[src/rtl/pmu_alloc_pkg.sv]
package pmu_alloc_pkg;

    // Kind of response held in the output register
    typedef enum logic [1:0] {
        RSP_NONE     = 2'd0,
        RSP_GRANT    = 2'd1,
        RSP_CONFLICT = 2'd2
    } rsp_kind_e;

endpackage

[src/rtl/pmu_lowest_pick.sv]
// One-hot select of the lowest set bit of a request vector.
module pmu_lowest_pick #(
    parameter int WIDTH = 10
) (
    input  logic [WIDTH-1:0] cand,
    output logic [WIDTH-1:0] pick,
    output logic             found
);
    logic [WIDTH:0] seen;

    assign seen[0] = 1'b0;

    for (genvar i = 0; i < WIDTH; i++) begin : g_chain
        assign pick[i]     = cand[i] & ~seen[i];
        assign seen[i + 1] = seen[i] | cand[i];
    end

    assign found = seen[WIDTH];
endmodule

[src/rtl/pmu_onehot_index.sv]
// Binary index of a one-hot (or zero) vector.
module pmu_onehot_index #(
    parameter int WIDTH = 10,
    parameter int IDX_W = 4
) (
    input  logic [WIDTH-1:0] onehot,
    output logic [IDX_W-1:0] index
);
    always_comb begin
        index = '0;
        for (int i = 0; i < WIDTH; i++) begin
            if (onehot[i]) index = index | IDX_W'(i);
        end
    end
endmodule

[src/rtl/pmu_popcount.sv]
// Number of set bits in a vector.
module pmu_popcount #(
    parameter int WIDTH = 10,
    parameter int CNT_W = 4
) (
    input  logic [WIDTH-1:0] bits,
    output logic [CNT_W-1:0] count
);
    always_comb begin
        count = '0;
        for (int i = 0; i < WIDTH; i++) begin
            count = count + CNT_W'(bits[i]);
        end
    end
endmodule

[src/rtl/pmu_slot_alloc.sv]
module pmu_slot_alloc #(
    parameter int NUM_SLOTS = 10,
    parameter int EVENT_W   = 8,
    parameter int IDX_W     = $clog2(NUM_SLOTS),
    parameter int CNT_W     = $clog2(NUM_SLOTS + 1)
) (
    input  logic                 clk,
    input  logic                 rst,
    input  logic                 req_valid,
    output logic                 req_ready,
    input  logic [EVENT_W-1:0]   req_event,
    input  logic [NUM_SLOTS-1:0] req_mask,
    input  logic                 rel_valid,
    input  logic [IDX_W-1:0]     rel_slot,
    input  logic                 clear_all,
    output logic                 rsp_valid,
    output logic                 rsp_grant,
    output logic                 rsp_conflict,
    output logic [IDX_W-1:0]     rsp_slot,
    output logic [EVENT_W-1:0]   rsp_event,
    output logic [NUM_SLOTS-1:0] occupancy,
    output logic [CNT_W-1:0]     free_count
);
    import pmu_alloc_pkg::*;

    typedef struct packed {
        logic [NUM_SLOTS-1:0] occ;
        rsp_kind_e            kind;
        logic [IDX_W-1:0]     slot;
        logic [EVENT_W-1:0]   event_id;
    } state_t;

    state_t st_d, st_q;

    logic                 accept;
    logic [NUM_SLOTS-1:0] avail;
    logic [NUM_SLOTS-1:0] pick_oh;
    logic                 pick_found;
    logic [IDX_W-1:0]     pick_idx;
    logic [NUM_SLOTS-1:0] rel_oh;
    logic                 rel_in_range;
    logic [CNT_W-1:0]     used_cnt;

    // Eligible and free slots for the offered request
    assign avail = req_mask & ~st_q.occ;

    pmu_lowest_pick #(.WIDTH(NUM_SLOTS)) u_pick (
        .cand  (avail),
        .pick  (pick_oh),
        .found (pick_found)
    );

    pmu_onehot_index #(.WIDTH(NUM_SLOTS), .IDX_W(IDX_W)) u_enc (
        .onehot (pick_oh),
        .index  (pick_idx)
    );

    pmu_popcount #(.WIDTH(NUM_SLOTS), .CNT_W(CNT_W)) u_cnt (
        .bits  (st_q.occ),
        .count (used_cnt)
    );

    assign req_ready    = ~rst & ~clear_all;
    assign accept       = req_valid & req_ready;
    assign rel_in_range = {1'b0, rel_slot} < (IDX_W + 1)'(NUM_SLOTS);
    assign rel_oh       = (rel_valid && rel_in_range) ? (NUM_SLOTS'(1) << rel_slot) : '0;

    always_comb begin
        st_d          = st_q;
        st_d.kind     = RSP_NONE;
        st_d.slot     = '0;
        if (clear_all) begin
            st_d.occ = '0;
        end else begin
            st_d.occ = st_q.occ & ~rel_oh;
            if (accept) begin
                st_d.event_id = req_event;
                if (pick_found) begin
                    st_d.kind = RSP_GRANT;
                    st_d.slot = pick_idx;
                    st_d.occ  = st_d.occ | pick_oh;
                end else begin
                    st_d.kind = RSP_CONFLICT;
                end
            end
        end
    end

    always_ff @(posedge clk) begin
        if (rst) begin
            st_q <= '{occ: '0, kind: RSP_NONE, slot: '0, event_id: '0};
        end else begin
            st_q <= st_d;
        end
    end

    assign rsp_valid    = st_q.kind != RSP_NONE;
    assign rsp_grant    = st_q.kind == RSP_GRANT;
    assign rsp_conflict = st_q.kind == RSP_CONFLICT;
    assign rsp_slot     = st_q.slot;
    assign rsp_event    = st_q.event_id;
    assign occupancy    = st_q.occ;
    assign free_count   = CNT_W'(NUM_SLOTS) - used_cnt;
endmodule

[config.mk]
export PLATFORM = sky130hd
export DESIGN_NAME = pmu_slot_alloc
export DESIGN_NICKNAME = d
export VERILOG_FILES = /design/src/rtl/pmu_alloc_pkg.sv /design/src/rtl/pmu_lowest_pick.sv /design/src/rtl/pmu_onehot_index.sv /design/src/rtl/pmu_popcount.sv /design/src/rtl/pmu_slot_alloc.sv
export SDC_FILE = /design/constraint.sdc
export NUM_CORES = 1
export LEC_CHECK = 0
export ABC_AREA = 1
export BUFFER_PORTS_ARGS = -buffer_cell sky130_fd_sc_hd__buf_4
export CORE_MARGIN = 10
export CORE_UTILIZATION = 54
export DETAILED_ROUTE_END_ITERATION = 8
export GPL_TIMING_DRIVEN = 0
export PLACE_DENSITY = 0.85
export SLEW_MARGIN = 40
export SYNTH_ARGS = -nofsm -noshare
export SYNTH_HDL_FRONTEND = slang
export SYNTH_SLANG_ARGS = --single-unit
[constraint.sdc]
create_clock -name clk -period 8.7 [get_ports clk]
set_input_delay 1.74 -clock clk [delete_from_list [all_inputs] [get_ports clk]]
set_output_delay 1.74 -clock clk [all_outputs]
set_load 0.05 [all_outputs]
* Word level (Yosys, flattened, before mapping)
Cells that the tools add are included.
** Storage, ports and cells
- Register bits after elaboration :: 24
- Word-level logic and storage cells :: 76
** Cells by class
- Add/subtract/negate cells :: 10
- Magnitude comparators :: 1
- Eq/ne operators :: 2
- Shift operators :: 1
- Muxes and demuxes :: 14
- Bitwise gates (word level) :: 38
- Reductions and logical operators :: 6
** Operators with widths (number)
- $add 4x1->4 :: 8
- $mux 24 :: 1
- $and 10x10->10 :: 2
- $mux 10 :: 2
- $not 10->10 :: 2
- $not 1->1 :: 13
- $mux 3 :: 4
- $mux 4 :: 3
- $and 1x1->1 :: 11
- $or 10x10->10 :: 1
- $shl 1x4->10 const A :: 1
- $or 1x1->1 :: 9
- $mux 2 :: 3
- $lt 4x4->1 const B :: 1
- $reduce_or 4->1 :: 1
- $sub 4x4->4 const A :: 1
- $reduce_or 3->1 :: 1
- $add 1x1->2 :: 1
- $eq 2x1->1 const B :: 1
- $eq 2x2->1 const B :: 1
- $reduce_and 2->1 :: 1
- $reduce_bool 2->1 :: 1
- $reduce_or 2->1 :: 1
- $logic_and 1x1->1 :: 1
- $mux 1 :: 1

* Logic depth before layout (Yosys ltp)
- Word-level depth :: 15
- Mapped depth :: 12

* Cells and area by module
A second synthesis with hierarchy kept.
** Unflattened totals
- Cell total of the unflattened synthesis :: 251
- Area, all modules :: 1711.6 µm²
** By module, submodules not included
- pmu_slot_alloc :: instances 1, cells each 181, area each 1275.0 µm², seq. area each 480.5 µm²
- pmu_popcount :: instances 1, cells each 33, area each 245.2 µm², seq. area each 0.0 µm²
- pmu_lowest_pick :: instances 1, cells each 27, area each 150.1 µm², seq. area each 0.0 µm²
- pmu_onehot_index :: instances 1, cells each 10, area each 41.3 µm², seq. area each 0.0 µm²

* Least setup slack after synthesis
No wires, ideal clock.
- Path type :: reg2out
- Start :: reg st_q, in the netlist occupancy[0]
- End :: out free_count[3]
- Arrival :: 3.321 ns
- Required time :: 6.960 ns
- Setup slack :: 3.639 ns
- Cell stages (with the launch flop) :: 11
- Path buffers :: 0
- Cell sequence :: dfxtp_1 > ha_1 > inv_1 > fa_1 > fa_1 > fa_1 > inv_1 > fa_1 > inv_1 > ha_1 > xor2_1
** On the way
- Word-level cells in the longest chain between the ends :: 10
** RTL lines
- start: declaration :: line pmu_slot_alloc.sv:33 : state_t st_d, st_q;
- start signal: assignment :: line pmu_slot_alloc.sv:91 : st_q <= '{occ: '0, kind: RSP_NONE, slot: '0, event_id: '0};
- start signal: assignment :: line pmu_slot_alloc.sv:93 : st_q <= st_d;
- $add 1x1->2 :: line pmu_popcount.sv:12 : count = count + CNT_W'(bits[i]);
- $add 4x1->4 (8 in a row) :: line pmu_popcount.sv:12
- $sub 4x4->4 :: line pmu_slot_alloc.sv:103 : assign free_count = CNT_W'(NUM_SLOTS) - used_cnt;
- end: declaration :: line pmu_slot_alloc.sv:22 : output logic [CNT_W-1:0] free_count
No other way between the ends.

* Final worst setup path
Same ends and word-level chain as after synthesis.

==> out/metrics.cfg <==
[power]
power.total_w = 0.000239
ir_worst_vdd_v = 0.0000880
power.switching_w = 0.0000620
powerDensity_nw_per_um2 = 110
intPower_w = 0.000177
p_leak_nw = 1.17
clkPwrFrac_pct = 33.4
seqPwrFrac_pct = 47.1
combPwrFrac_pct = 19.5
p_sw_share_pct = 25.9

[timing]
slew_violations = 0
finalSetupViolCount = 0
final_hold_viol_count = 0
tightestPinTransition_ns = 0.311
period_minus_slack_ns = 5.11
max_freq_mhz = 196
slew-limit-headroom_pct = 79.1
setup_tns_ns = 0
post-route-period-util_pct = 58.7
worst_slack_ns = 3.59
clock_skew_ns = 0.00654
rsz0062_at_grt = no

[synth]
synth_area_um2 = 1670
syn_area_per_cell_um2 = 7.45
postSynthCellCount = 224
ys_ff_latch = 24
synth_area_leaders = dfxtp_1 (29%), inv_1 (10%), buf_4 (9.9%)
synth_top_cell_by_area = dfxtp_1
ys_types = 32
synth_fp_nets = 264
synth_top_cell_area_share_pct = 28.8
synth-seq-area-share_pct = 28.8
yosys_warnings = 0

[cells_and_area]
fill_cells = 268
fin_area_um2 = 2170
drive_gt1_share_pct = 37.1
nets = 324
antenna_cells = 0
syn2layout_area_growth_pct = 30.4

[floorplanning]
die_w_um = 75.6
ios = 57
initial_utilization_pct = 55.5
design.die.area_um2 = 5710
core_area_um2 = 3000
num_rows = 20
die_y_um = 75.6

[hold_path]
hold_class = reg2reg
whs_path_depth = 2

[detailed_routing]
post_drt_wl_per_cell_um = 12.2
drc = 0
dr.pass1.iters = 4
viasPerCell = 4.69
totalWireLength_um = 3860
vias = 1482
drt_iter0_drc = 39
ant_nets = 0

[cts]
cts_resized = 0
cts_hold_buf = 0
cts-buffers-inserted = 3
clk_pin_slew_ns = 0.13
cts.sinks = 24
cts_setup_buffers = 0
clockRootBuffer = clkbuf_4
clk_latency_ns = 0.31
cts.path.max_buffers = 2
cts_max_level = 1
tritoncts = yes

[placement]
port_buffers = 55
place_area_um2 = 2120
dpl.hpwl_um = 3260
preCtsSetupSlack_ns = 3.94
routabilityCongestion = 0.889

[setup_path]
critical_path_class = reg2out
crit_arrival_ns = 3.37
worstPathMaxFanout = 4
end_kind = output pin
crit_top_cell = fa_1
worstSetupStartpointType = register
r2r_cells = 9
cp_slowest_cell = fa_1
cp_cell_sequence = ha_1, inv_1, fa_1, fa_1, fa_1, inv_1, fa_1, inv_1, ha_1, xor2_1, buf_4
slowest_delay_ns = 0.49
critical_path_required_ns = 6.96

[global_routing]
grt.overflow.total = 0
grt_pass1_wl_um = 6200
grt_use_total_pct = 13.6
antenna_found_initial = 0
grt_max_degree = 15
grt_pass1_vias = 1474

[job]
cap_violations = 0

[outcome]
outcome = finished clean

## metrics by stage
stage	utilization, %	std cells	hold WS (ns)
floorplan	-	224	0.445
global placement	70.7	312	0.453
detailed placement	70.7	312	0.456
CTS	72.4	316	0.475
global route	72.4	316	0.492
finish	72.4	316	0.473
## registers in the layout (all words and copies together) (netlist names)
name and cells:
occupancy 10, st_q 2, rsp_slot 4, rsp_event 8
## worst max-delay path, delay by kind of cell, from the launching register on
family                     cells  cell delay, ns
xor gates and xnor gates       1            0.13
buffers and inverters          4            0.38
DFF                            1            0.37
adders and majority gates      6            2.17
## layout by cell type, fill, tap and decap left out, types with 4 or more instances in the layout
| cell type | Yosys | layout |
|---|---|---|
| buf_4 | 22 | 77 |
| inv_1 | 45 | 45 |
| nand2_1 | 44 | 44 |
| dfxtp_1 | 24 | 24 |
| nor2_1 | 16 | 16 |
| a21oi_1 | 10 | 10 |
| ha_1 | 7 | 7 |
| fa_1 | 6 | 6 |
| nand4_1 | 5 | 5 |
| nor2_2 | 4 | 4 |
| nand3_1 | 4 | 4 |
## worst paths after layout
path | to | startpoint | slack, ns
hold reg to reg | rsp_event[3] | rsp_event[3] | 0.47
setup reg to reg | rsp_slot[1] | occupancy[0] | 7.35
hold / removal | rsp_event[3] | rsp_event[3] | 0.47
setup / recovery | free_count[3] | occupancy[0] | 3.59
## cell families (layout without fill, tap and decap cells)
kind of cell    after synthesis  in the layout  synth area share, %
compound gates               23             23                 8.55
xor+xnor                      1              1                0.525
fa+ha+maj                    13             13                 12.5
buf+inv                      74            133                 22.7
flops                        24             24                 28.8
simple gates                 89             89                 27.0
## metal layers
metal,vias to the layer above,part of all wire [%],GRT usage (%)
met2,41,47,23.7
met5,-,0,0
met1,655,41,14.6
met4,0,0.62,2.89
met3,4,12,6.64
li1,782,-,-
## area by class of cell
type / instances / area (um^2) / area share (%)
multi-input cells: 126 / 810 / 37.2
flip-flops and latches: 24 / 480 / 22.1
repair buffers: 55 / 413 / 19.0
plain buffers: 26 / 198 / 9.09
inverters: 48 / 180 / 8.29
well taps: 33 / 41.3 / 1.90
clock inverters: 1 / 30.0 / 1.38
clock buffers: 3 / 22.5 / 1.04
## Yosys cell counts
library cell,number
a21oi_1,10
dfxtp_1,24
o32ai_1,1
nor2_2,4
o31ai_2,1
fa_1,6
xor2_1,1
ha_1,7
and2_1,1
nand3_1,4
or2_4,1
o31ai_1,1
nand2_4,3
inv_1,45
buf_6,2
a41oi_1,1
inv_2,3
nor4_1,1
buf_2,2
o21ai_1,3
o2bb2ai_1,2
nor2_1,16
o21ai_0,2
nand2_1,44
nand4_1,5
nand2_2,3
nand4_2,2
buf_4,22
nor2_8,1
nand3_2,2
o22ai_1,2
nor3_1,2
## power groups by stage
stage / combinational, W / clock [W] / sequential [W]
floorplan: 0.0000288 / 0 / 0.000115
global placement: 0.0000461 / 0 / 0.000115
detailed placement: 0.0000467 / 0 / 0.000115
CTS: 0.0000469 / 0.0000818 / 0.000113
global route: 0.0000507 / 0.0000870 / 0.000113
finish: 0.0000467 / 0.0000799 / 0.000113
Power figures use the tool's default switching activity.
